==> src/rtl/rx_seq_pkg.sv <==
package rx_seq_pkg;
  typedef enum logic [2:0] {
    ST_IDLE  = 3'd0,
    ST_COUNT = 3'd1,
    ST_MON   = 3'd3,
    ST_SOF   = 3'd4,
    ST_DATA  = 3'd5
  } seqState_t;

  localparam logic [2:0] CODE_IDLE = 3'd0;
  localparam logic [2:0] CODE_WAIT = 3'd1;
  localparam logic [2:0] CODE_PREP = 3'd2;
  localparam logic [2:0] CODE_MON  = 3'd3;
  localparam logic [2:0] CODE_SOF  = 3'd4;
  localparam logic [2:0] CODE_DATA = 3'd5;

  typedef struct packed {
    logic loadCnt;
    logic decCnt;
    logic clrBits;
    logic shiftBit;
  } dpCmd_t;
endpackage

==> src/rtl/rx_seq_dpath.sv <==
module rx_seq_dpath
  import rx_seq_pkg::*;
#(
  parameter int WAIT_W   = 8,
  parameter int LVL_W    = 4,
  parameter int BYTE_W   = 8,
  parameter int MIN_WAIT = 3
) (
  input  logic              clk,
  input  logic              rstN,
  input  dpCmd_t            cmd,
  input  logic [WAIT_W-1:0] waitVal,
  input  logic [LVL_W-1:0]  levelIn,
  input  logic [LVL_W-1:0]  minLevel,
  input  logic              bitIn,
  output logic              cntLast,
  output logic              cntAboveWin,
  output logic              levelOk,
  output logic              fifoWr,
  output logic [BYTE_W-1:0] fifoData
);
  localparam int BIT_W = (BYTE_W > 1) ? $clog2(BYTE_W) : 1;
  localparam logic [WAIT_W-1:0] FLOOR = WAIT_W'(MIN_WAIT);
  localparam logic [BIT_W-1:0]  LAST_BIT = BIT_W'(BYTE_W - 1);

  logic [WAIT_W-1:0] cnt;
  logic [BIT_W-1:0]  bitCnt;
  logic [BYTE_W-1:0] shiftReg;
  logic [BYTE_W-1:0] shiftNext;
  logic              byteFull;

  assign cntLast     = (cnt == WAIT_W'(1));
  assign cntAboveWin = (cnt > FLOOR);
  assign levelOk     = (levelIn > minLevel);
  assign byteFull    = (bitCnt == LAST_BIT);
  assign shiftNext   = {bitIn, shiftReg[BYTE_W-1:1]};

  always_ff @(posedge clk or negedge rstN) begin
    if (!rstN) begin
      cnt <= '0;
    end else if (cmd.loadCnt) begin
      cnt <= (waitVal < FLOOR) ? FLOOR : waitVal;
    end else if (cmd.decCnt) begin
      cnt <= cnt - 1'b1;
    end
  end

  always_ff @(posedge clk or negedge rstN) begin
    if (!rstN) begin
      bitCnt   <= '0;
      shiftReg <= '0;
      fifoWr   <= 1'b0;
      fifoData <= '0;
    end else begin
      fifoWr <= 1'b0;
      if (cmd.clrBits) begin
        bitCnt <= '0;
      end else if (cmd.shiftBit) begin
        shiftReg <= shiftNext;
        if (byteFull) begin
          bitCnt   <= '0;
          fifoWr   <= 1'b1;
          fifoData <= shiftNext;
        end else begin
          bitCnt <= bitCnt + 1'b1;
        end
      end
    end
  end


  load_floor_chk: assert property (@(posedge clk) disable iff (!rstN)
    cmd.loadCnt |=> cnt >= FLOOR);


  dec_step_chk: assert property (@(posedge clk) disable iff (!rstN)
    (cmd.decCnt && !cmd.loadCnt) |=> cnt == $past(cnt) - 1'b1);


  one_wr_chk: assert property (@(posedge clk) disable iff (!rstN)
    fifoWr |=> !fifoWr);
endmodule

==> src/rtl/rx_seq_ctrl.sv <==
module rx_seq_ctrl
  import rx_seq_pkg::*;
(
  input  logic       clk,
  input  logic       rstN,
  input  logic       startIn,
  input  logic       bitEn,
  input  logic       bitIn,
  input  logic       irqClr,
  input  logic       cntLast,
  input  logic       cntAboveWin,
  input  logic       levelOk,
  output dpCmd_t     cmd,
  output logic       prepEn,
  output logic       rxIrq,
  output logic [2:0] stateCode
);
  seqState_t st, nxt;
  logic      finish;

  always_comb begin
    cmd    = '0;
    nxt    = st;
    finish = 1'b0;
    case (st)
      ST_IDLE: begin
        if (startIn) begin
          cmd.loadCnt = 1'b1;
          nxt         = ST_COUNT;
        end
      end
      ST_COUNT: begin
        if (bitEn) begin
          cmd.decCnt = 1'b1;
          if (cntLast) nxt = ST_MON;
        end
      end
      ST_MON: begin
        if (bitEn && levelOk) nxt = ST_SOF;
      end
      ST_SOF: begin
        if (bitEn) begin
          if (!levelOk) begin
            finish = 1'b1;
          end else if (bitIn) begin
            cmd.clrBits = 1'b1;
            nxt         = ST_DATA;
          end
        end
      end
      ST_DATA: begin
        if (bitEn) begin
          if (!levelOk) finish = 1'b1;
          else          cmd.shiftBit = 1'b1;
        end
      end
      default: nxt = ST_IDLE;
    endcase
    if (finish) nxt = ST_IDLE;
  end

  always_ff @(posedge clk or negedge rstN) begin
    if (!rstN) begin
      st    <= ST_IDLE;
      rxIrq <= 1'b0;
    end else begin
      st <= nxt;
      if (finish)      rxIrq <= 1'b1;
      else if (irqClr) rxIrq <= 1'b0;
    end
  end

  assign prepEn = (st == ST_COUNT) && !cntAboveWin;

  always_comb begin
    case (st)
      ST_COUNT: stateCode = cntAboveWin ? CODE_WAIT : CODE_PREP;
      ST_MON:   stateCode = CODE_MON;
      ST_SOF:   stateCode = CODE_SOF;
      ST_DATA:  stateCode = CODE_DATA;
      default:  stateCode = CODE_IDLE;
    endcase
  end


  irq_set_chk: assert property (@(posedge clk) disable iff (!rstN)
    ((st == ST_SOF || st == ST_DATA) && bitEn && !levelOk) |=> (rxIrq && st == ST_IDLE));


  irq_hold_chk: assert property (@(posedge clk) disable iff (!rstN)
    (rxIrq && !irqClr) |=> rxIrq);


  busy_start_chk: assert property (@(posedge clk) disable iff (!rstN)
    (st != ST_IDLE && startIn && !bitEn) |=> st == $past(st));


  prep_code_chk: assert property (@(posedge clk) disable iff (!rstN)
    prepEn |-> stateCode == CODE_PREP);
endmodule

==> src/rtl/rx_frame_seq.sv <==
module rx_frame_seq
  import rx_seq_pkg::*;
#(
  parameter int WAIT_W   = 8,
  parameter int LVL_W    = 4,
  parameter int BYTE_W   = 8,
  parameter int MIN_WAIT = 3
) (
  input  logic              clk,
  input  logic              rstN,
  input  logic              startIn,
  input  logic [WAIT_W-1:0] waitVal,
  input  logic [LVL_W-1:0]  minLevel,
  input  logic [LVL_W-1:0]  levelIn,
  input  logic              bitIn,
  input  logic              bitEn,
  input  logic              irqClr,
  output logic              fifoWr,
  output logic [BYTE_W-1:0] fifoData,
  output logic              prepEn,
  output logic              rxIrq,
  output logic [2:0]        stateCode
);
  dpCmd_t cmd;
  logic   cntLast, cntAboveWin, levelOk;

  rx_seq_ctrl u_ctrl (
    .clk(clk), .rstN(rstN), .startIn(startIn), .bitEn(bitEn), .bitIn(bitIn),
    .irqClr(irqClr), .cntLast(cntLast), .cntAboveWin(cntAboveWin),
    .levelOk(levelOk), .cmd(cmd), .prepEn(prepEn), .rxIrq(rxIrq),
    .stateCode(stateCode)
  );

  rx_seq_dpath #(
    .WAIT_W(WAIT_W), .LVL_W(LVL_W), .BYTE_W(BYTE_W), .MIN_WAIT(MIN_WAIT)
  ) u_dpath (
    .clk(clk), .rstN(rstN), .cmd(cmd), .waitVal(waitVal), .levelIn(levelIn),
    .minLevel(minLevel), .bitIn(bitIn), .cntLast(cntLast),
    .cntAboveWin(cntAboveWin), .levelOk(levelOk), .fifoWr(fifoWr),
    .fifoData(fifoData)
  );
endmodule

==> config.mk <==
export PLATFORM = sky130hd
export DESIGN_NAME = rx_frame_seq
export DESIGN_NICKNAME = d
export VERILOG_FILES = /design/src/rtl/rx_seq_pkg.sv /design/src/rtl/rx_seq_dpath.sv /design/src/rtl/rx_seq_ctrl.sv /design/src/rtl/rx_frame_seq.sv
export SDC_FILE = /design/constraint.sdc
export NUM_CORES = 1
export LEC_CHECK = 0
export BUFFER_PORTS_ARGS = -buffer_cell sky130_fd_sc_hd__buf_4
export CORE_ASPECT_RATIO = 1.5
export CORE_MARGIN = 2
export CORE_UTILIZATION = 53
export DETAILED_ROUTE_END_ITERATION = 12
export PLACE_DENSITY = 0.84
export SLEW_MARGIN = 20
export SYNTH_ARGS = -nofsm -noshare
export SYNTH_HDL_FRONTEND = slang
export SYNTH_SLANG_ARGS = --single-unit
==> constraint.sdc <==
create_clock -name clk -period 2.89 [get_ports clk]
set_clock_uncertainty 0.1 [all_clocks]
set_input_delay 0.7225 -clock clk [delete_from_list [all_inputs] [get_ports clk]]
set_output_delay 0.7225 -clock clk [all_outputs]
set_load 0.01 [all_outputs]
=== Word level (Yosys, flattened, before mapping) ===
Cells that the tools add are included.

* $add $sub $neg: 2
* Magnitude comparators: 3
* Equal/unequal tests: 14
* Muxes and demuxes: 36
* Bitwise operators: 1
* Reduce and logical (&&, ||, !) cells: 11

{| class="wikitable"
|+ Operator list
! kind !! number
|-
| $mux W3 || 11
|-
| $mux W8 || 3
|-
| $mux W1 || 19
|-
| $ne A3 B2 Y1 const B || 5
|-
| $pmux W3 S5 || 1
|-
| $pmux W3 S4 || 1
|-
| $eq A3 B3 Y1 const B || 3
|-
| $eq A8 B1 Y1 const B || 1
|-
| $gt A8 B2 Y1 const B || 1
|-
| $lt A8 B2 Y1 const B || 1
|-
| $reduce_and A8 Y1 || 1
|-
| $sub A8 B1 Y8 const B || 1
|-
| $ne A3 B1 Y1 const B || 2
|-
| $reduce_bool A2 Y1 || 3
|-
| $gt A4 B4 Y1 || 1
|-
| $add A3 B1 Y3 const B || 1
|-
| $eq A3 B1 Y1 const B || 1
|-
| $eq A3 B2 Y1 const B || 1
|-
| $logic_not A3 Y1 || 1
|-
| $reduce_and A3 Y1 || 1
|-
| $logic_and A1 B1 Y1 || 2
|-
| $mux W2 || 1
|-
| $ne A2 B1 Y1 const B || 1
|-
| $reduce_and A2 Y1 || 1
|-
| other kinds (3) || 3
|}

* Bits in registers: 32
* Input port bits: 22
* Output and inout bits: 14
* Word-level logic and storage cells: 74

=== Logic depth before layout (Yosys ltp) ===
* Depth after elaboration: 6
* Mapped depth: 6
* Gate-level depth less buffers: 6

=== By module ===
Synthesis repeated with hierarchy kept, for this count alone.

* Cells, all modules: 156
* Area total of the unflattened synthesis: 1611.5 um^2

{| class="wikitable"
|+ By module, submodules not included
! module !! instances !! cells an instance !! area each (um^2) !! sequential area each (um^2)
|-
| rx_seq_dpath || 1 || 118 || 1320.0 || 675.6
|-
| rx_seq_ctrl || 1 || 38 || 291.5 || 100.1
|}

=== Worst setup path before layout ===
OpenSTA, ideal clock, no wires.

* Path kind: input-to-reg
* Start: in minLevel[1]
* End: reg u_dpath.shiftReg[7]
* Library setup time: 0.125 ns
* Arrival: 2.170 ns
* Data required time: 2.665 ns
* Path slack: 0.495 ns
* Cell stages on the path: 6
* Buffers on the path: 0
* Path through: inv_1 -> ha_1 -> nor2b_1 -> o211ai_1 -> a211oi_4 -> mux2_2

* Word-level cells in the longest chain between the ends: 6
* Elaborated cells between the ends (all ways): 9
* Classes of those cells: 1 x order compare; 6 x mux; 1 x bitwise; 1 x reduce/logical

{| class="wikitable"
|+ RTL lines
! element !! line !! RTL
|-
| from (decl) || rx_frame_seq.sv:13 || <nowiki>input logic [LVL_W-1:0] minLevel,</nowiki>
|-
| $gt A4 B4 Y1 * || rx_seq_dpath.sv:34 || <nowiki>assign levelOk = (levelIn > minLevel);</nowiki>
|-
| $mux W1 || rx_seq_ctrl.sv:43 || <nowiki>if (!levelOk) begin</nowiki>
|-
| $mux W1 || rx_seq_ctrl.sv:42 || <nowiki>if (bitEn) begin</nowiki>
|-
| $mux W1 || rx_seq_ctrl.sv:25 || <nowiki>case (st)</nowiki>
|-
| $not A1 Y1 (no line) || -- ||
|-
| $reduce_and A2 Y1 (no line) * || -- ||
|-
| to (signal assigned) || rx_seq_dpath.sv:59 || <nowiki>shiftReg <= shiftNext;</nowiki>
|-
| to (decl) || rx_seq_dpath.sv:28 || <nowiki>logic [BYTE_W-1:0] shiftReg;</nowiki>
|}

Mark *: on every way between the ends. The rest lies on a longest branch, timed or not.
A chain may end at the register's enable or synchronous reset.

=== Worst setup path in the final report ===
* Start: reg u_dpath.cnt[4]
* End: out prepEn

* Word-level cells in the longest chain between the ends: 3

{| class="wikitable"
|+ RTL lines
! element !! line !! RTL
|-
| from (decl) || rx_seq_dpath.sv:26 || <nowiki>logic [WAIT_W-1:0] cnt;</nowiki>
|-
| from (signal assigned) || rx_seq_dpath.sv:42 || <nowiki>cnt <= (waitVal < FLOOR) ? FLOOR : waitVal;</nowiki>
|-
| from (signal assigned) || rx_seq_dpath.sv:44 || <nowiki>cnt <= cnt - 1'b1;</nowiki>
|-
| $gt A8 B2 Y1 || rx_seq_dpath.sv:33 || <nowiki>assign cntAboveWin = (cnt > FLOOR);</nowiki>
|-
| $logic_not A1 Y1 || rx_seq_ctrl.sv:73 || <nowiki>assign prepEn = (st == ST_COUNT) && !cntAboveWin;</nowiki>
|-
| $logic_and A1 B1 Y1 || rx_seq_ctrl.sv:73 ||
|-
| to (decl) || rx_frame_seq.sv:20 || <nowiki>output logic prepEn,</nowiki>
|}

Every way passes these cells.

==> results.sh <==
export IMPL_timing_reg2reg_setup_slack_ns=0.83
export IMPL_final_setup_viol_count=0
export IMPL_cts_setup_buffers=0
export IMPL_p_per_area_nw_per_um2=755
export IMPL_insertion_delay_of_the_later_clocked_pin_in_the_worst_skew_pair_ns=0.29
export IMPL_highest_layer="met4"
export IMPL_ctsLongestPathBuffers=2
export IMPL_synth_nets=180
export IMPL_first_global_vias=1448
export IMPL_critical_path_endpoint_type="output pin"
export IMPL_hold_ws_ns=0.253
export IMPL_synth_largest_type_area_fraction_pct=47.4
export IMPL_cts_buffers_inserted=5
export IMPL_die_area_um2=3560
export IMPL_cts_reportedPaths_clkPinSlew_ns=0.07
export IMPL_met3WireLength_um=198
export IMPL_synthesis_instances=150
export IMPL_area_growth_synth_to_final_pct=25.3
export IMPL_drv_max_cap_violation_count=0
export IMPL_drtAntennaViolNets=0
export IMPL_share_of_synthesized_area_occupied_by_flip_flops_and_latches_pct=47.4
export IMPL_outcome="completed"
export IMPL_vias_per_cell=5.93
export IMPL_regToRegStartpoint="u_ctrl.st[1]$_DFFE_PN0P_"
export IMPL_root_buffer="clkbuf_8"
export IMPL_timing_setup_tns_ns=0
export IMPL_tritoncts_clock_tree="done"
export IMPL_detail_route_iter0_violations=43
export IMPL_headroom_to_the_max_slew_limit_pct=58.3
export IMPL_nFillCells=229
export IMPL_chip_width_um=49.4
export IMPL_vias=1347
export IMPL_post_synth_edffs=0
export IMPL_drt_total_wl_mm=3.52
export IMPL_synth_area_per_cell_um2=10.9
export IMPL_clock_sink_count=31
export IMPL_crit_reg2reg_capture="u_dpath.cnt[6]$_DFFE_PN0P_"
export IMPL_cp_data_arrival_time_ns=1.98
export IMPL_first_pass_grt_wire_length_mm=6.24
export IMPL_grt_max_degree=32
export IMPL_synthArstFlopShare_pct=100
export IMPL_top_post_synthesis_cells_by_count="dfrtp_1 (31), mux2_2 (15), inv_1 (11), nor2_1 (10), nand2_1 (9)"
export IMPL_floorplan_rows=24
export IMPL_core_area_um2=2910
export IMPL_place_ws_ns=0.195
export IMPL_ys_warnings_count=0
export IMPL_final_hold_violation_count=0
export IMPL_drt_drc_violations_left=0
export IMPL_slew_viol_final=0
export IMPL_post_drt_wl_per_cell_um=15.5
export IMPL_ys_types=41
export IMPL_hold_path_class="in -> async"
export IMPL_worstSetupStartpointType="flop"
export IMPL_dp_cells=219
export IMPL_seqCellArea_um2=776
export IMPL_synth_seq_cells=31
export IMPL_global_route_usage_total_pct=23.1
export IMPL_die_height_um=72.1
export IMPL_gp_congestion=0.805
export IMPL_critPathMaxFanout=5
export IMPL_leakage_nw=1.01
export IMPL_met1Wirelength_mm=1.38
export IMPL_synthesis_area_um2=1640
export IMPL_ff2ff_path_depth=4
export IMPL_ys_dominant_reg_cell="dfrtp_1"
export IMPL_worst_endpoint_required_ns=2.07
export IMPL_crit_type="reg -> out"
export IMPL_finalCritPeriodShare_pct=97.1
export IMPL_timing_final_ws_setup_ns=0.0840
export IMPL_yosys_cell_count_top_type="dfrtp_1"
export IMPL_vdd_ir_drop_worst_uv=452
export IMPL_timing_worst_slew_pin_value_ns=0.622
export IMPL_finish_cell_count_without_fillers=227
export IMPL_multi_input_comb_area_um2=797
export IMPL_floorplan_initialDensity_pct=56.2
export IMPL_post_dp_hpwl_mm=2.55
export IMPL_drt_pre_antenna_iters=4
export IMPL_post_route_min_period_ns=2.81
export IMPL_grt_setup_unrepaired="false"
export IMPL_total_power_mw=1.55
export IMPL_synth_top_cell_by_area="dfrtp_1"
export IMPL_number_of_antenna_violations_at_the_first_check_in_global_routing=0
export IMPL_h_tree_depth=2
export IMPL_design_portCount=36
export IMPL_wl_met2_mm=1.85
export IMPL_num_antenna_cells=0
export IMPL_synth_top_cells_by_area="dfrtp_1 (47%), mux2_2 (10%), ha_1 (6.1%), inv_1 (2.5%), a221o_1 (2.4%)"
export IMPL_port_buffers=35
export IMPL_layout_drive_gt1_share_pct=34.6
export IMPL_final_nets=217
export IMPL_max_freq_ghz=0.356
export IMPL_grt_ovfl_total=0
## worst max path at each step
stage                                                 end  cells after the start                        from
final                                              prepEn                      4  u_dpath.cnt[4]$_DFFE_PN0P_
after global routing                               prepEn                      4  u_dpath.cnt[4]$_DFFE_PN0P_
after CTS                                          prepEn                      4  u_dpath.cnt[4]$_DFFE_PN0P_
after detailed placement  u_dpath.shiftReg[4]$_DFFE_PN0P_                      6                  levelIn[1]
after global placement    u_dpath.fifoData[7]$_DFFE_PN0P_                      6                  levelIn[1]
after floorplan           u_dpath.shiftReg[7]$_DFFE_PN0P_                      6                 minLevel[1]
## final cells by class
| type | instances | share of cell area, % |
|---|---|---|
| clock buffer | 6 | 4.03 |
| clock inverter | 2 | 1.71 |
| inverter | 11 | 2.01 |
| multi-input combinational | 102 | 38.9 |
| sequential | 31 | 37.8 |
| tap | 39 | 2.38 |
| timing repair buffer | 36 | 13.2 |
## per-layer routing
metal  GRT usage, %  vias up
met2           40.7       43
met5              0        -
met4           13.6        0
met1           24.7      663
met3           5.97       10
li1               -      631
## power by group
part           switching, mW  internal (mW)
clock                  0.162          0.279
sequential             0.111          0.525
combinational          0.240          0.231
## registers in the layout (all words and copies together), names as in the netlist
name	count
u_dpath.cnt	8
u_dpath.fifoData	8
u_dpath.shiftReg	7
u_ctrl.st	3
u_dpath.bitCnt	3
u_ctrl.rxIrq	1
u_dpath.fifoWr	1
## metrics by stage
step | cell area [um2] | utilization (%)
floorplan | 1640 | -
global placement | 1930 | 66.2
detailed placement | 1930 | 66.2
CTS | 2050 | 70.4
global route | 2050 | 70.4
finish | 2050 | 70.4
## critical path: stages (launching register included)
cell and delay (ns):
dfrtp_1 0.42, or4_1 0.61, nor3_2 0.29, and4b_1 0.25
buf_4 0.12
## kinds of logic (layout without fill, tap and decap cells)
logic type | Yosys count | count (layout) | share of synthesized area, %
XOR/XNOR | 1 | 1 | 0.535
flip-flops | 31 | 31 | 47.4
AND/OR/NAND/NOR | 43 | 43 | 14.5
buffers and inverters | 17 | 55 | 4.20
AO/OA/AOI/OAI | 35 | 35 | 16.9
adder cells (fa/ha/maj) | 8 | 8 | 6.12
multiplexers | 15 | 15 | 10.3
## cells in the final DEF, fill, tap and decap left out, types with 2 or more instances in the layout
cell	count
dfrtp_1	31
a22o_1	2
o211ai_1	2
clkbuf_8	6
ha_1	8
a32o_1	2
nor3_1	5
buf_4	36
a221o_1	4
a21oi_1	6
o21ai_0	5
a2111oi_0	2
inv_1	11
a31oi_1	2
nor2b_1	3
nand3_1	3
or4_1	2
nor2_1	10
nand4_1	2
nand2_1	9
mux2_2	15
## repair_timing
| item | 4_1_cts | 5_1_grt |
|---|---|---|
| gates resized for setup | 1 | 0 |
| setup endpoints to repair | 1 | 0 |
| hold buffers | 0 | 0 |
Note: power is estimated with default switching activity, not from simulation.
